$ cat config.mk
export PLATFORM = sky130hd
export DESIGN_NAME = div255_norm
export DESIGN_NICKNAME = d
export VERILOG_FILES = /design/src/rtl/div255_pkg.sv /design/src/rtl/div255_shift_add.sv /design/src/rtl/div255_mul_round.sv /design/src/rtl/div255_select.sv /design/src/rtl/div255_norm.sv
export SDC_FILE = /design/constraint.sdc
export NUM_CORES = 1
export LEC_CHECK = 0
export CAP_MARGIN = 20
export CORE_MARGIN = 5
export CORE_UTILIZATION = 40
export DETAILED_ROUTE_END_ITERATION = 6
export SYNTH_ARGS = -nofsm -noshare
export SYNTH_HDL_FRONTEND = slang
export SYNTH_HIERARCHICAL = 1
export SYNTH_SLANG_ARGS = --single-unit
$ cat constraint.sdc
create_clock -name clk -period 4.2 [get_ports clk]
set_input_delay 0.63 -clock clk [delete_from_list [all_inputs] [get_ports clk]]
set_output_delay 0.63 -clock clk [all_outputs]
set_load 0.01 [all_outputs]
$ cat src/rtl/div255_pkg.sv
// Package: shared mode encoding and constant helpers for the divide-by-255
// normalizer. Assumes the shift amount is at least 1.
package div255_pkg;

    typedef enum logic [1:0] {
        MODE_TRUNC   = 2'd0,
        MODE_FLOOR   = 2'd1,
        MODE_HALF    = 2'd2,
        MODE_NEAREST = 2'd3
    } norm_mode_e;

    localparam int NUM_MODES    = 4;
    localparam int NUM_SHIFTADD = 3;

    // Offset added by shift-add variant idx: 0, 1 or one half of 2**sh.
    function automatic int sa_offset(input int idx, input int sh);
        case (idx)
            0:       return 0;
            1:       return 1;
            default: return 1 << (sh - 1);
        endcase
    endfunction

endpackage

$ cat src/rtl/div255_shift_add.sv
// Shift-add reciprocal stage: y = (x + (x >> SH) + OFFSET) >> SH.
// Assumes the sum width has one bit above IN_W, which is enough for
// OFFSET < 2**SH. Purely combinational.
module div255_shift_add #(
    parameter int IN_W   = 16,
    parameter int OUT_W  = 9,
    parameter int SH     = 8,
    parameter int OFFSET = 0
) (
    input  logic [IN_W-1:0]  x,
    output logic [OUT_W-1:0] y
);
    localparam int SUM_W = IN_W + 1;

    logic [SUM_W-1:0] sum;

    // Form the x*257/256 sum with the rounding offset, then scale by 1/256.
    always_comb begin
        sum = SUM_W'(x) + SUM_W'(x >> SH) + SUM_W'(OFFSET);
        y   = OUT_W'(sum >> SH);
    end
endmodule

$ cat src/rtl/div255_mul_round.sv
// Constant-multiply stage with round to nearest:
// y = ((x + 2**(SH-1)) * (2**SH + 1)) >> (2*SH).
// The product width is sized so that no carry is lost. Combinational.
module div255_mul_round #(
    parameter int IN_W  = 16,
    parameter int OUT_W = 9,
    parameter int SH    = 8
) (
    input  logic [IN_W-1:0]  x,
    output logic [OUT_W-1:0] y
);
    localparam int PROD_W = IN_W + SH + 2;
    localparam int MULT   = (1 << SH) + 1;
    localparam int HALF   = 1 << (SH - 1);

    logic [PROD_W-1:0] biased;
    logic [PROD_W-1:0] prod;

    // Bias the input by one half, multiply by 257 and keep the top bits.
    always_comb begin
        biased = PROD_W'(x) + PROD_W'(HALF);
        prod   = biased * PROD_W'(MULT);
        y      = OUT_W'(prod >> (2 * SH));
    end
endmodule

$ cat src/rtl/div255_select.sv
// Variant selector: picks one of the four candidate quotients by mode.
// Assumes that candidate index i belongs to mode code i.
module div255_select
    import div255_pkg::*;
#(
    parameter int OUT_W = 9
) (
    input  logic [NUM_MODES-1:0][OUT_W-1:0] cand,
    input  logic [1:0]                      mode,
    output logic [OUT_W-1:0]                y
);
    // Route the candidate of the requested mode to the output.
    always_comb begin
        case (norm_mode_e'(mode))
            MODE_TRUNC:   y = cand[0];
            MODE_FLOOR:   y = cand[1];
            MODE_HALF:    y = cand[2];
            default:      y = cand[3];
        endcase
    end
endmodule

$ cat src/rtl/div255_norm.sv
// Divide-by-255 normalizer, top level. All four variants are evaluated in
// parallel, one is selected by mode, and the result is registered. The
// result is loaded only when in_valid is high. out_valid follows in_valid
// one cycle later. Reset is synchronous and active low.
module div255_norm
    import div255_pkg::*;
#(
    parameter int IN_W  = 16,
    parameter int OUT_W = 9,
    parameter int SH    = 8
) (
    input  logic             clk,
    input  logic             rst_n,
    input  logic             in_valid,
    input  logic [IN_W-1:0]  x,
    input  logic [1:0]       mode,
    output logic             out_valid,
    output logic [OUT_W-1:0] y
);
    logic [NUM_MODES-1:0][OUT_W-1:0] cand;
    logic [OUT_W-1:0]                y_next;

    // One shift-add stage per constant-offset variant.
    for (genvar g = 0; g < NUM_SHIFTADD; g++) begin : g_sa
        div255_shift_add #(
            .IN_W   (IN_W),
            .OUT_W  (OUT_W),
            .SH     (SH),
            .OFFSET (sa_offset(g, SH))
        ) i_sa (
            .x (x),
            .y (cand[g])
        );
    end

    div255_mul_round #(
        .IN_W  (IN_W),
        .OUT_W (OUT_W),
        .SH    (SH)
    ) i_mul (
        .x (x),
        .y (cand[NUM_MODES-1])
    );

    div255_select #(
        .OUT_W (OUT_W)
    ) i_sel (
        .cand (cand),
        .mode (mode),
        .y    (y_next)
    );

    // Output register: load on in_valid, delay the valid flag by one cycle.
    always_ff @(posedge clk) begin
        if (!rst_n) begin
            out_valid <= 1'b0;
            y         <= '0;
        end else begin
            out_valid <= in_valid;
            if (in_valid) begin
                y <= y_next;
            end
        end
    end
endmodule

==> results.ini <==
[cts]
path_clk_slew_ps=40
cts_buffer_depth=2
clk_latency_ps=230
htreeDepth=1
numCtsBuffers=3
root_buffer=clkbuf_8
cts_tree=done
cts_num_sinks=10

[layout]
antennaDiodeCount=0
drive_gt1_share_pct=25.66
layout_commonest_cell=ha_1
most-common-layout-cells=ha_1, buf_4, clkdlybuf4s50_1, xor2_1, xnor2_1
nets=414
area_growth_pct=32.60
nFillCells=547
final_cells=414
regArea_sq_um=200.2
multi_input_area_sq_um=2217

[yosys]
netlist.area_leader.share_pct=26.57
yosys_warnings=6
synth_nets=337
yosys.area.top_type=ha_1
async_flop_share_pct=0
synthTopCellsByArea=ha_1, mux4_2, dfxtp_1, xor2_1, xnor2_1
synth.distinct_cells=53
synth_cells=264
yosys_most_used_dff=dfxtp_1
ys_ff_latch=10
netlist_area_sq_um=2449
synth_edf_count=0
ys_seq_area_share_pct=8.176
synth_area_per_cell_sq_um=9.275

[route]
ant_nets=0
firstDrtPassIters=5
top_layer_used=met4
wl_um=6335
wl_per_cell_um=15.30
via_per_inst=5.498
wl_met3_um=269
dr.first_iter.drc_count=99
drc_errors=0
wl_met1_um=2868
routed-wl-met2_um=3087
vias=2276

[power]
vdd_ir_drop_max_uv=145.9
finalPower_mw=0.5487
leakage_nw=1.500
powerDensity_nw_per_um2=169.0

[placement]
finalWeightedCongestion=0.8635
port_buffers=30
placed_cells=409
dp_hpwl_um=5330

[die]
dieHeight_um=88.24
coreArea_sq_um=5921
rows=28
die_w_um=88.24
dieArea_sq_um=7786
io_pins=31
initial_core_util_pct=41.36

[grt]
antenna_found_initial=0
gr-total-overflow=0
grt_max_degree=15
grt_pass1_vias=2337
grt_pass1_wl_um=11010
grt_use_total_pct=17.67

[worst_setup_path]
cpPeakStageDelay_ps=470
cp-end-kind=register
critPathMaxFanout=5
required_ps=4320
path_class=in2reg
reg2reg_depth=2
critPathLaunchType=input port
r2r-end=y[0]$_SDFFE_PN0P_
r2r_start=y[0]$_SDFFE_PN0P_
worstPathArrival_ps=4100
path_cells=clkdlybuf4s15_1 -> ha_4 -> and4_2 -> nand4_1 -> xor2_2 -> xor2_1 -> ha_1 -> ha_1 -> a21oi_1 -> inv_2 -> a211oi_2 -> buf_4 -> a211oi_4 -> a21o_1 -> mux4_2 -> mux2i_1 -> nor2b_1
r2r_slack_ps=3600
cp_slowest_cell=mux4_2
timing.critical_path.mode_cell=ha_1

[sta]
max_freq_mhz=250.9
hold_ws_ps=513.7
period_minus_slack_ps=3986
finClkSkew_ps=0
post-route-period-util_pct=94.90
slew_headroom_pct=60.08
report.final.slew_viol_count=0
tightest_slew_ps=596.9
setup_viol=0
timing.setup.tns_ps=0
finalHoldViolations=0

[run]
drv_cap=0

[hold_path]
hold-path-endpoint=y[7]$_SDFFE_PN0P_
hp-start=y[7]$_SDFFE_PN0P_
whs_path_depth=2
hold_class=reg2reg

[outcome]
status=complete, no violations

## Yosys cell counts, types with 2 or more instances
master	count
nand3_1	8
o21ai_2	2
a21oi_4	2
mux4_2	9
nor2_1	11
nand4_1	13
nand2_1	14
nor4b_4	2
inv_1	12
o21ai_1	4
xnor2_1	16
nand2b_1	3
ha_1	52
a2111o_1	2
a21oi_2	2
o21ai_0	4
nor3b_1	3
a211oi_2	3
nor3_1	6
xor2_1	18
mux2i_1	9
a211oi_1	3
a21oi_1	12
dfxtp_1	10
buf_6	2
a21o_1	2
o21a_1	2
and3_1	4
nor2b_1	10
## cells by family (layout without fill, tap and decap cells)
logic type / after synthesis / after routing / synth area share, %
xor gates and xnor gates: 35 / 35 / 12.83
adders and majority gates: 52 / 52 / 26.57
and+or+nand+nor: 86 / 86 / 22.18
buffers and inverters: 16 / 91 / 3.116
AOI/OAI and AO/OA: 47 / 47 / 15.18
muxes: 18 / 18 / 11.96
DFF: 10 / 10 / 8.176
## timing repair
item	in CTS	in global routing
setup endpoints to repair	8	9
hold buffers	0	0
pin swaps	6	5
hold endpoints to repair	0	0
setup buffers	2	0
gates resized for setup	8	11
## state kept, by name (all words and copies together) (netlist names)
name,count
out_valid,1
y,9
## power breakdown
| group | internal, mW | switching, mW | total (mW) |
|---|---|---|---|
| Combinational | 0.174 | 0.173 | 0.347 |
| Clock | 0.0623 | 0.0322 | 0.0945 |
| Sequential | 0.104 | 0.00400 | 0.108 |
## critical path: cells and delay by family
| family | cells | cell delay [ps] |
|---|---|---|
| compound gates | 4 | 640 |
| xor+xnor | 2 | 360 |
| fa+ha+maj | 3 | 830 |
| buf+inv | 3 | 530 |
| mux | 2 | 610 |
| simple gates | 3 | 490 |
## per-stage QoR
stage	cell area [sq um]	util [%]	setup slack, ps
4_1_cts	3213	54.27	0.7256
6_report	3247	54.84	214.4
5_1_grt	3247	54.84	-8.385
3_3_place_gp	3138	53.00	-292.2
2_1_floorplan	2449	-	393.4
3_5_place_dp	3138	53.00	-347.8
## layer usage
layer | vias up | global-route usage, %
met5 | - | 0
met4 | 0 | 5.495
met3 | 9 | 0.6518
met2 | 52 | 31.61
met1 | 1059 | 22.93
li1 | 1156 | -
## layout make-up
type | count | area share, %
clock buffer | 3 | 1.272
sequential | 10 | 6.166
tap | 75 | 2.890
timing repair buffer | 75 | 19.88
inverter | 13 | 1.503
multi-input combinational | 238 | 68.29
## worst max-delay path by stage
stage / from / end / slack [ps] / cells past startpoint
final: x[7] / y[8]$_SDFFE_PN0P_ / 210 / 17
after global routing: x[7] / y[6]$_SDFFE_PN0P_ / -8 / 14
after CTS: x[11] / y[8]$_SDFFE_PN0P_ / 0.7 / 17
after detailed placement: x[7] / y[8]$_SDFFE_PN0P_ / -350 / 17
after global placement: x[8] / y[6]$_SDFFE_PN0P_ / -290 / 16
after floorplan: x[7] / y[8]$_SDFFE_PN0P_ / 390 / 15
(Power assumes the default switching activity.)
